### config.mk
export PLATFORM = sky130hd
export DESIGN_NAME = lane_sync_ctrl
export DESIGN_NICKNAME = d
export VERILOG_FILES = /design/src/rtl/lane_sync_pkg.sv /design/src/rtl/lane_sync_kcount.sv /design/src/rtl/lane_sync_sysref.sv /design/src/rtl/lane_sync_fsm.sv /design/src/rtl/lane_sync_ctrl.sv
export SDC_FILE = /design/constraint.sdc
export NUM_CORES = 1
export LEC_CHECK = 0
export BUFFER_PORTS_ARGS = -buffer_cell sky130_fd_sc_hd__clkbuf_2
export CORE_AREA = 4 4 48 50
export DETAILED_ROUTE_END_ITERATION = 10
export DIE_AREA = 0 0 52 54
export SYNTH_ARGS = -nofsm -noshare
export SYNTH_HDL_FRONTEND = slang
export SYNTH_HIERARCHICAL = 1
export SYNTH_SLANG_ARGS = --single-unit
### constraint.sdc
create_clock -name clk -period 4.2 [get_ports clk]
set_input_delay 0.21 -clock clk [delete_from_list [all_inputs] [get_ports clk]]
set_output_delay 0.21 -clock clk [all_outputs]
set_load 0.03 [all_outputs]
### src/rtl/lane_sync_pkg.sv
package lane_sync_pkg;

  typedef enum logic [1:0] {
    SC_ZERO = 2'd0,
    SC_ONE  = 2'd1,
    SC_TWO  = 2'd2,
    SC_RSV  = 2'd3
  } subclass_e;

  typedef enum logic {
    ST_REQUEST = 1'b0,
    ST_LINKED  = 1'b1
  } sync_state_e;

  // Deterministic-latency subclasses wait for a captured SYSREF edge.
  function automatic logic sysref_gated(input logic [1:0] m);
    return subclass_e'(m) != SC_ZERO;
  endfunction

endpackage

### src/rtl/lane_sync_kcount.sv
module lane_sync_kcount #(
  parameter int CNT_W    = 8,
  parameter int DEF_NEED = 4
) (
  input  logic             clk,
  input  logic             rst,
  input  logic             k_valid,
  input  logic [CNT_W-1:0] k_need,
  output logic             k_ok
);
  localparam logic [CNT_W-1:0] CNT_MAX = {CNT_W{1'b1}};
  localparam logic [CNT_W-1:0] NEED_D  = CNT_W'(DEF_NEED);

  function automatic logic [CNT_W-1:0] eff_need(input logic [CNT_W-1:0] n);
    return (n == '0) ? NEED_D : n;
  endfunction

  function automatic logic [CNT_W-1:0] next_run(input logic [CNT_W-1:0] c,
                                                input logic kv);
    if (!kv)            return '0;
    else if (c == CNT_MAX) return CNT_MAX;
    else                return c + 1'b1;
  endfunction

  logic [CNT_W-1:0] run_q;
  logic [CNT_W-1:0] need_w;

  assign need_w = eff_need(k_need);

  always_ff @(posedge clk) begin
    if (rst) run_q <= '0;
    else     run_q <= next_run(run_q, k_valid);
  end

  assign k_ok = (run_q >= need_w);

  // a missing K clears the run
  p_run_clears_r2: assert property (@(posedge clk) disable iff (rst)
    !k_valid |=> (run_q == '0));
  // a full counter does not wrap while K keeps arriving
  p_run_saturates_r9: assert property (@(posedge clk) disable iff (rst)
    (k_valid && run_q == CNT_MAX) |=> (run_q == CNT_MAX));

endmodule

### src/rtl/lane_sync_sysref.sv
module lane_sync_sysref (
  input  logic clk,
  input  logic rst,
  input  logic sysref,
  output logic seen
);
  logic smp_now_q, smp_prev_q;
  logic seen_q;
  logic rise_w;

  always_ff @(posedge clk) begin
    if (rst) begin
      smp_now_q  <= 1'b0;
      smp_prev_q <= 1'b0;
      seen_q     <= 1'b0;
    end else begin
      smp_now_q  <= sysref;
      smp_prev_q <= smp_now_q;
      if (rise_w) seen_q <= 1'b1;
    end
  end

  assign rise_w = smp_now_q & ~smp_prev_q;
  assign seen   = seen_q;

  // the flag sticks until reset
  p_seen_sticky_r6: assert property (@(posedge clk) disable iff (rst)
    seen_q |=> seen_q);
  // the flag only sets after a detected rising edge
  p_seen_from_rise_r6: assert property (@(posedge clk) disable iff (rst)
    $rose(seen_q) |-> $past(rise_w));

endmodule

### src/rtl/lane_sync_fsm.sv
module lane_sync_fsm
  import lane_sync_pkg::*;
(
  input  logic       clk,
  input  logic       rst,
  input  logic       k_ok,
  input  logic       seen,
  input  logic       mf_edge,
  input  logic [1:0] mode,
  output logic       sync_req_n
);
  sync_state_e st_q, st_d;
  logic        release_ok;

  assign release_ok = k_ok && (!sysref_gated(mode) || seen) && mf_edge;

  always_comb begin
    st_d = st_q;
    unique case (st_q)
      ST_REQUEST: if (release_ok) st_d = ST_LINKED;
      ST_LINKED:  if (!k_ok)      st_d = ST_REQUEST;
      default:    st_d = ST_REQUEST;
    endcase
  end

  always_ff @(posedge clk) begin
    if (rst) st_q <= ST_REQUEST;
    else     st_q <= st_d;
  end

  assign sync_req_n = (st_q == ST_LINKED);

  // reset forces the request asserted
  p_reset_req_r1: assert property (@(posedge clk)
    rst |=> !sync_req_n);
  // release only at a multiframe boundary
  p_release_on_mf_r7: assert property (@(posedge clk) disable iff (rst)
    $rose(sync_req_n) |-> $past(mf_edge));
  // release only with a long enough run
  p_release_needs_k_r3: assert property (@(posedge clk) disable iff (rst)
    $rose(sync_req_n) |-> $past(k_ok));
  // gated subclasses need a captured SYSREF edge
  p_release_needs_sysref_r5: assert property (@(posedge clk) disable iff (rst)
    ($rose(sync_req_n) && $past(sysref_gated(mode))) |-> $past(seen));
  // losing the run while linked re-requests
  p_relink_on_loss_r8: assert property (@(posedge clk) disable iff (rst)
    (sync_req_n && !k_ok) |=> !sync_req_n);

endmodule

### src/rtl/lane_sync_ctrl.sv
module lane_sync_ctrl #(
  parameter int CNT_W    = 8,
  parameter int DEF_NEED = 4
) (
  input  logic             clk,
  input  logic             rst,
  input  logic             k_valid,
  input  logic             sysref,
  input  logic             mf_edge,
  input  logic [1:0]       mode,
  input  logic [CNT_W-1:0] k_need,
  output logic             sync_req_n,
  output logic             sysref_seen
);
  logic run_long;
  logic ref_seen;

  lane_sync_kcount #(.CNT_W(CNT_W), .DEF_NEED(DEF_NEED)) u_kcount (
    .clk     (clk),
    .rst     (rst),
    .k_valid (k_valid),
    .k_need  (k_need),
    .k_ok    (run_long)
  );

  lane_sync_sysref u_sysref (
    .clk    (clk),
    .rst    (rst),
    .sysref (sysref),
    .seen   (ref_seen)
  );

  lane_sync_fsm u_fsm (
    .clk        (clk),
    .rst        (rst),
    .k_ok       (run_long),
    .seen       (ref_seen),
    .mf_edge    (mf_edge),
    .mode       (mode),
    .sync_req_n (sync_req_n)
  );

  assign sysref_seen = ref_seen;

  // the status output is clear after reset
  p_seen_reset_r6: assert property (@(posedge clk)
    rst |=> !sysref_seen);

endmodule

==> reports/summary.md, run 1 <==
In this run the deepest clock path goes through 2 buffers. The ratio of cells with drive above 1 in the final layout is 0.2376, and the data required time of the critical path is 4360 ps. The floorplan step defined a die boundary enclosing 2808 um2.

The HPWL after detailed placement is 1.172 mm. In this run the worst path has a maximum fanout of 6. The part of the Yosys area used for sequential elements is 0.3398.

Buffers added to address setup during post-CTS repair amount to 0. The ratio of total power to cell area came out at 273.1 nW/um2. The maximum operating frequency is 0.6064 GHz.

The tools report the starting utilization of the core area as 0.3717. The run gives 4 as the number of violations reported at the end of detailed-routing iteration 0. The critical path startpoint category is a flop.

The fraction of the cycle the final worst path needs was 0.3926; the highest cell delay on the worst timing path was 420 ps. The mean instance size in the synthesized netlist works out to 8.517 um2. The count of nets left with antenna violations once routing finished came out at 0. Entering global routing, the biggest net connects 9 pins.

The slowest library cell on the worst path is sky130_fd_sc_hd__a2111oi_0. The logs give 0 ps for the total negative setup slack and 0 for the hold buffer count at CTS. In this run the worst hold path is classified as in2reg.

The clock latency of the later-clocked register in the worst-skew pair was 270 ps; the CTS clock-pin slew for the worst setup and hold paths was 70 ps. The minimum clock period after layout was 1649 ps; the final setup skew was 3.881 ps. The most numerous cell type found on the critical path is sky130_fd_sc_hd__inv_1. The final setup slack of the worst path was 2551 ps.

TritonCTS built the clock tree. Worst setup slack after placement: 2546 ps. The net count reported at finish is 126, and the number of buffers and inverters on the critical path is 2. Summing all flip-flop and latch instances after layout gives 240.2 um2. The logs give 1902 um2 for the core outline area and 16 for the count of standard-cell rows. The share of flip-flops with an asynchronous set or reset is 0, and the layout-stage area growth over the synthesis result is 20.18%. After synthesis the cells add up to 706.9 um2.

In this run the horizontal extent of the chip is 52 um. The number of global-route vias before repair was 574; the first-pass GRT wire length was 2.484 mm. Across the VDD grid, the largest voltage drop is 141.9 uV. When the netlist entered floorplanning its net count stood at 107. sky130_fd_sc_hd__dfxtp_1 takes more of the synthesized area than any other cell.

The global-route usage over all layers is 0.1220, and the data arrival at the endpoint of the critical path is 1810 ps. The routed layout has 627 vias. The tools report the clock sink count as 12. In this run, synthesis inferred 0 flip-flops with an integrated enable. Total of buffers placed on input and output ports: 16. Buffers inserted during clock tree synthesis total 3. In the routed design, unresolved DRC markers number 0. Counting distinct cell types in the post-synthesis netlist gives 31.

The number of antenna violations at the first check in global routing is 0. In this run the static leakage power is 0.3734 nW. The number of levels in the clock H-tree came out at 1. The area of the multi-input gates is 414.1 um2, and the final routed wire length divided by cell count is 11.18 um.

For this run, the leading register cell type out of synthesis is sky130_fd_sc_hd__dfxtp_1. For the number of cells produced by synthesis, the log shows 83. Walking the worst path, the cells encountered are inv_1 > ha_1 > nand2b_1 > a2111oi_0 > o31ai_1 > inv_1 > a2111oi_2. Max-cap violations in this run came to 0. The count of final max-slew check failures came out at 0. Setup violations remaining at the end of the flow were counted as 0. Global routing finished with a remaining overflow of 0. Measured slew at the worst slew-check pin: 399.0 ps.

In this run, synthesis produced a sequential element count of 12. The fill cell instance count of the final layout was 211. The critical path is of the reg2reg type. On the critical path the largest part of the delay comes from compound AO/OA/AOI/OAI gates. Dividing the detail-routed via count by the number of cells gives 4.898. During synthesis, Yosys emitted a total of 6 warnings. The flow ran to the end, and the final reports show no timing, DRC or antenna violations.

The worst setup path is captured at a flop. The number of placed I/O pins came out at 17. After clock tree synthesis, the repair step resized 0 gates. Setup repair after global routing left no endpoint under its margin. The run gives 1.431 mm as the final wirelength. The area share of the leading cell type in the synthesized netlist was 0.3398; the final hold slack was 149.5 ps.

Sorting the synthesized cells by area gives the leading types as sky130_fd_sc_hd__dfxtp_1 (34%), sky130_fd_sc_hd__ha_1 (16%), sky130_fd_sc_hd__inv_1 (6.4%). The repair_antennas step left the layout with diodes totalling 0. The logs give 0.7435 for the final weighted congestion in routability-driven placement and 0.7271 for the worst slew margin relative to its limit. The tools report the first-pass iteration count of the detailed router as 4. Measured along the y axis, the die boundary spans 54 um. Total count of hold-check failures in the final report: 0.

The clock root buffer was sky130_fd_sc_hd__clkbuf_4.
report_power, final:
part	switching [mW]	internal [mW]	total [mW]
Clock	0.0365	0.0527	0.0892
Combinational	0.0128	0.0118	0.0246
Sequential	0.00208	0.116	0.118
Total	0.0514	0.181	0.232
routing by layer:
layer	wire, um	GRT usage	part of all wire
met1	620	0.1322	0.43
met2	730	0.2155	0.51
met3	70	0.04986	0.049
met4	10	0.03930	0.0070
met5	0	0	0
cells in the final DEF (no fill, tap or decap), types with 2 or more instances in the layout:
master / netlist / routed
sky130_fd_sc_hd__a21oi_1: 7 / 7
sky130_fd_sc_hd__a31oi_1: 2 / 2
sky130_fd_sc_hd__clkbuf_2: 0 / 16
sky130_fd_sc_hd__clkbuf_4: 0 / 3
sky130_fd_sc_hd__dfxtp_1: 12 / 12
sky130_fd_sc_hd__ha_1: 9 / 9
sky130_fd_sc_hd__inv_1: 12 / 12
sky130_fd_sc_hd__nand2_1: 2 / 2
sky130_fd_sc_hd__nand2b_1: 3 / 3
sky130_fd_sc_hd__nand3_1: 3 / 3
sky130_fd_sc_hd__nand4_1: 2 / 2
sky130_fd_sc_hd__nor2_1: 3 / 3
sky130_fd_sc_hd__nor2b_1: 3 / 3
sky130_fd_sc_hd__nor3_1: 3 / 3
sky130_fd_sc_hd__nor4_1: 2 / 2
sky130_fd_sc_hd__o21a_1: 2 / 2
sky130_fd_sc_hd__o21ai_0: 2 / 2
through the flow:
stage | cell area, um2 | total power, mW | utilization | instances
after floorplan | 706.9 | 0.1348 | - | 83
after global placement | 813.3 | 0.1448 | 0.4276 | 124
after detailed placement | 813.3 | 0.1457 | 0.4276 | 124
after CTS | 849.6 | 0.2369 | 0.4467 | 128
after global routing | 849.6 | 0.2487 | 0.4467 | 128
final | 849.6 | 0.2320 | 0.4467 | 128
worst reg2reg max path: cells and delay by family (launching register included):
| family | cells | cell delay (ps) |
|---|---|---|
| AO/OA/AOI/OAI | 3 | 590 |
| flip-flops | 1 | 410 |
| adder cells (fa/ha/maj) | 1 | 280 |
| buffers and inverters | 2 | 150 |
| AND/OR/NAND/NOR | 1 | 130 |
synth_stat cells (all sizes together) (2+ instances only):
cell type,n
dfxtp,12
ha,9
nand2,2
nand2b,3
inv,12
o21a,2
nor2,3
nor3,3
nand4,2
and3,2
a31oi,2
nor4,2
nand3,4
o21ai,2
nor2b,3
a2111oi,2
a21oi,8
sequential cells by signal (all words and copies together), names as in the netlist:
name,count
u_kcount/run_q,8
u_fsm/sync_req_n,1
u_sysref/seen,1
u_sysref/smp_now_q,1
u_sysref/smp_prev_q,1
path summary, 6_finish.rpt:
check,from,endpoint,slack (ps),cells past startpoint
min,sysref,u_sysref/smp_now_q,150,2
min reg2reg,u_sysref/smp_now_q,u_sysref/smp_prev_q,470,1
max,u_kcount/run_q[0],u_fsm/sync_req_n,2550,7
max reg2reg,u_kcount/run_q[0],u_fsm/sync_req_n,2550,7
cell families after synthesis:
| kind of cell | after synthesis | synth area share |
|---|---|---|
| flip-flops | 12 | 0.3398 |
| buffers and inverters | 14 | 0.07432 |
| AO/OA/AOI/OAI | 18 | 0.1699 |
| adder cells (fa/ha/maj) | 9 | 0.1593 |
| AND/OR/NAND/NOR | 28 | 0.2319 |
| XOR/XNOR | 2 | 0.02478 |
final cells by class:
cell class,count,share of cell area
tap,27,0.03976
sequential,12,0.2828
clock buffer,4,0.04271
multi-input combinational,57,0.4875
timing repair buffer,16,0.09426
inverter,12,0.05302
No activity file was read; power rests on OpenSTA's default activity.
==> inputs of run 2 (changes only) <==
- clock period: 4.2 -> 1.6 ns (I/O delays scaled with it)
==> run 2 against run 1 <==
  * Clock skew decreased by 3.0 ps
  * Register-to-register slack got worse by 2500 ps
  * Clock power increased to 2.7 times the previous value
  * Largest power group unchanged
==> reports/summary.md, run 2 (synthesized netlist as in run 1, its figures left out) <==
The clock latency of the later-clocked register in the worst-skew pair is 270 ps (about the same). The logs give 0 (unchanged) for the remaining global-route overflow and 9 (unchanged) for the largest net degree at the start of global routing. For the number of endpoints failing setup at the final stage, the log shows 0 (unchanged). The maximum fanout along the worst path is 2 (was 6). The count of standard-cell rows is 16 (unchanged). The layout-stage area growth over the synthesis result is 23.19% (was 20.18%), and the number of placed I/O pins is 17 (unchanged). The horizontal die dimension came out at 52 um (unchanged). Fraction of the cycle the final worst path needs: 0.9372 (was 0.3926). The maximum operating frequency is 0.6669 GHz (was 0.6064 GHz), and the number of DRC violations after detailed routing is 0 (unchanged). The first-pass iteration count of the detailed router was 4 (unchanged); the overall via count from detail_route was 642 (was 627). The tools report the fill cell instance count of the final layout as 198 (was 211). For the met2 track utilization from global routing, the log shows 0.2008 (was 0.2155). The cell depth of the worst hold path was 2 (unchanged). The number of global-route vias before repair is 589 (was 574), and the data arrival at the endpoint of the critical path is 1660 ps (was 1810 ps). The global-route usage over all layers was 0.1261 (was 0.1220). The final routed wire length divided by cell count came out at 11.06 um (was 11.18 um). The tools report the number of nets with antenna violations after detailed routing as 0 (unchanged). The floorplan die height works out to 54 um (unchanged). For the die footprint, the log shows 2808 um2 (unchanged). The tools report the start point of the worst min-delay path as sysref (unchanged). The clock buffer count from CTS was 3 (unchanged); the hold buffer count at CTS was 0 (unchanged). The tools report the final wirelength as 1.438 mm (was 1.431 mm). The run gives 0.3862 nW (was 0.3734 nW) as the cell leakage power. The final setup skew was 0.8744 ps (was 3.881 ps); the number of flip-flops in the largest register was 8 (unchanged). Type of the worst min-delay path: in2reg (unchanged). The starting utilization of the core area is 0.3717 (unchanged). The clock sink count was 12 (unchanged); the antenna diode count was 0 (unchanged). Clock root buffer: sky130_fd_sc_hd__clkbuf_4 (unchanged). For the core outline area, the log shows 1902 um2 (unchanged). Capture instance of the worst register-to-register path: u_fsm/sync_req_n (unchanged). The largest buffer count on any clock path came out at 2 (unchanged).

The register bank with the most flops is u_kcount/run_q (unchanged). Total of buffers placed on input and output ports: 16 (unchanged). The worst min-delay path endpoint is u_sysref/smp_now_q (unchanged).

The logs give 11 (was 4) for the number of violations reported at the end of detailed-routing iteration 0 and 0.1455 (was 0.1322) for the global-route track usage on met1. The slowest library cell on the worst path is sky130_fd_sc_hd__a2111oi_2 (was sky130_fd_sc_hd__a2111oi_0). Layer with the highest usage after global routing: met2 (unchanged). The run gives 128 (was 126) as the net count reported at finish.

The minimum clock period after layout works out to 1500 ps (was 1649 ps). The count of final max-slew check failures was 0 (unchanged); the post-placement cell count was 126 (was 124). Startpoint of the lowest-slack register-to-register path: u_kcount/run_q[0] (unchanged). The worst slew margin relative to its limit was 0.7728 (was 0.7271).

The reg2reg setup slack was 100 ps (was 2550 ps). The number of levels in the clock H-tree is 1 (unchanged), and the final weighted congestion in routability-driven placement is 0.7347 (was 0.7435). The critical path class is reg2reg (unchanged). The highest cell delay on the worst timing path works out to 360 ps (was 420 ps). The met3 usage in global routing came out at 0.04986 (unchanged). The total count of hold-check failures in the final report came out at 0 (unchanged). The critical path startpoint category is a flop (unchanged). Peak supply drop: 597.9 uV (was 141.9 uV). The tools report the first-pass GRT wire length as 2.518 mm (was 2.484 mm). Average vias per placed instance: 4.938 (was 4.898). The number of antenna violations at the first check in global routing is 0 (unchanged). The placed wire-length estimate after detailed placement was 1.176 mm (was 1.172 mm). The CTS clock-pin slew for the worst setup and hold paths is 70 ps (about the same), and the total negative setup slack is 0 ps (unchanged). The most frequent standard cell in the layout excluding fill and tap cells was sky130_fd_sc_hd__clkbuf_2 (unchanged). The run finished with clean final reports. The count of cells along the worst register-to-register path works out to 7 (unchanged).

The measured slew at the worst slew-check pin was 340.8 ps (was 399.0 ps). Highest-count cells in the layout ignoring fill and taps: sky130_fd_sc_hd__clkbuf_2 (16), sky130_fd_sc_hd__inv_1 (12), sky130_fd_sc_hd__dfxtp_1 (12), sky130_fd_sc_hd__ha_1 (9), sky130_fd_sc_hd__a21oi_1 (7) (unchanged). The tools report the final cell count without fillers as 130 (was 128). Cell breakdown of the critical path: inv_1 > ha_1 > nand2b_1 > a2111oi_2 > o31ai_1 > inv_1 > a2111oi_2 (was inv_1 > ha_1 > nand2b_1 > a2111oi_0 > o31ai_1 > inv_1 > a2111oi_2). The ratio of total power to cell area is 712.0 nW/um2 (was 273.1 nW/um2).

Type of destination of the critical path: a flop (unchanged). TritonCTS built the clock tree. The logs give 0 (unchanged) for the number of maximum-capacitance constraint violations and 1760 ps (was 4360 ps) for the data required time of the critical path. The ratio of cells with drive above 1 in the final layout works out to 0.2621 (was 0.2376).
run 2: changes by cell type in the layout (fill, tap and decap cells not counted):
cell,before,now
sky130_fd_sc_hd__buf_4,0,2
sky130_fd_sc_hd__a2111oi_0,1,0
sky130_fd_sc_hd__a2111oi_2,1,2
run 2: timing repair:
| item | 4_1_cts | 5_1_grt |
|---|---|---|
| resized for setup | 0 | 2 |
| buffers inserted | 0 | 0 |
| setup endpoints to repair | 0 | 1 |
run 2: worst max-delay path by stage:
| stage | from | end | cells after the start |
|---|---|---|---|
| 6_report | u_kcount/run_q[0] | u_fsm/sync_req_n | 7 |
| 5_1_grt | u_kcount/run_q[0] | u_fsm/sync_req_n | 7 |
| 4_1_cts | u_kcount/run_q[0] | u_fsm/sync_req_n | 7 |
| 3_5_place_dp | u_kcount/run_q[0] | u_fsm/sync_req_n | 7 |
| 3_3_place_gp | u_kcount/run_q[0] | u_fsm/sync_req_n | 7 |
| 2_1_floorplan | u_kcount/run_q[0] | u_fsm/sync_req_n | 7 |
run 2: routing by layer:
layer  wire [um]  up-vias
met3          79        4
met4          19        0
li1            -      338
met5           0        -
met1         650      285
met2         689       15
run 2: where the power goes:
part	switching (mW)	total [mW]	internal, mW
Combinational	0.0368	0.0729	0.0361
Clock	0.100	0.238	0.138
Sequential	0.00372	0.309	0.305
Total	0.140	0.620	0.480
run 2: area by class of cell:
class,instances,area [um2],share of cell area
inverter,12,45.04,0.05172
sequential,12,240.2,0.2759
multi-input combinational,57,420.4,0.4828
clock buffer,4,36.28,0.04167
tap,27,33.78,0.03879
timing repair buffer,18,95.09,0.1092
run 2: worst max-delay path: cells and delay by family (launching register included):
family,cells,cell delay (ps)
flops,1,340
buf+inv,2,130
fa+ha+maj,1,270
compound gates,3,510
simple gates,1,150
run 2: per-stage QoR:
stage | cell area, um2 | hold WS, ps | util | total power [mW] | setup WS, ps
2_1_floorplan | 706.9 | 142.4 | - | 0.3537 | 62.68
3_3_place_gp | 828.3 | 290.6 | 0.4355 | 0.3837 | 71.79
3_5_place_dp | 828.3 | 299.3 | 0.4355 | 0.3858 | 52.45
4_1_cts | 864.6 | 4.900 | 0.4546 | 0.6281 | 39.93
5_1_grt | 870.8 | 4.226 | 0.4579 | 0.6683 | -27.34
6_report | 870.8 | 13.88 | 0.4579 | 0.6200 | 100.5
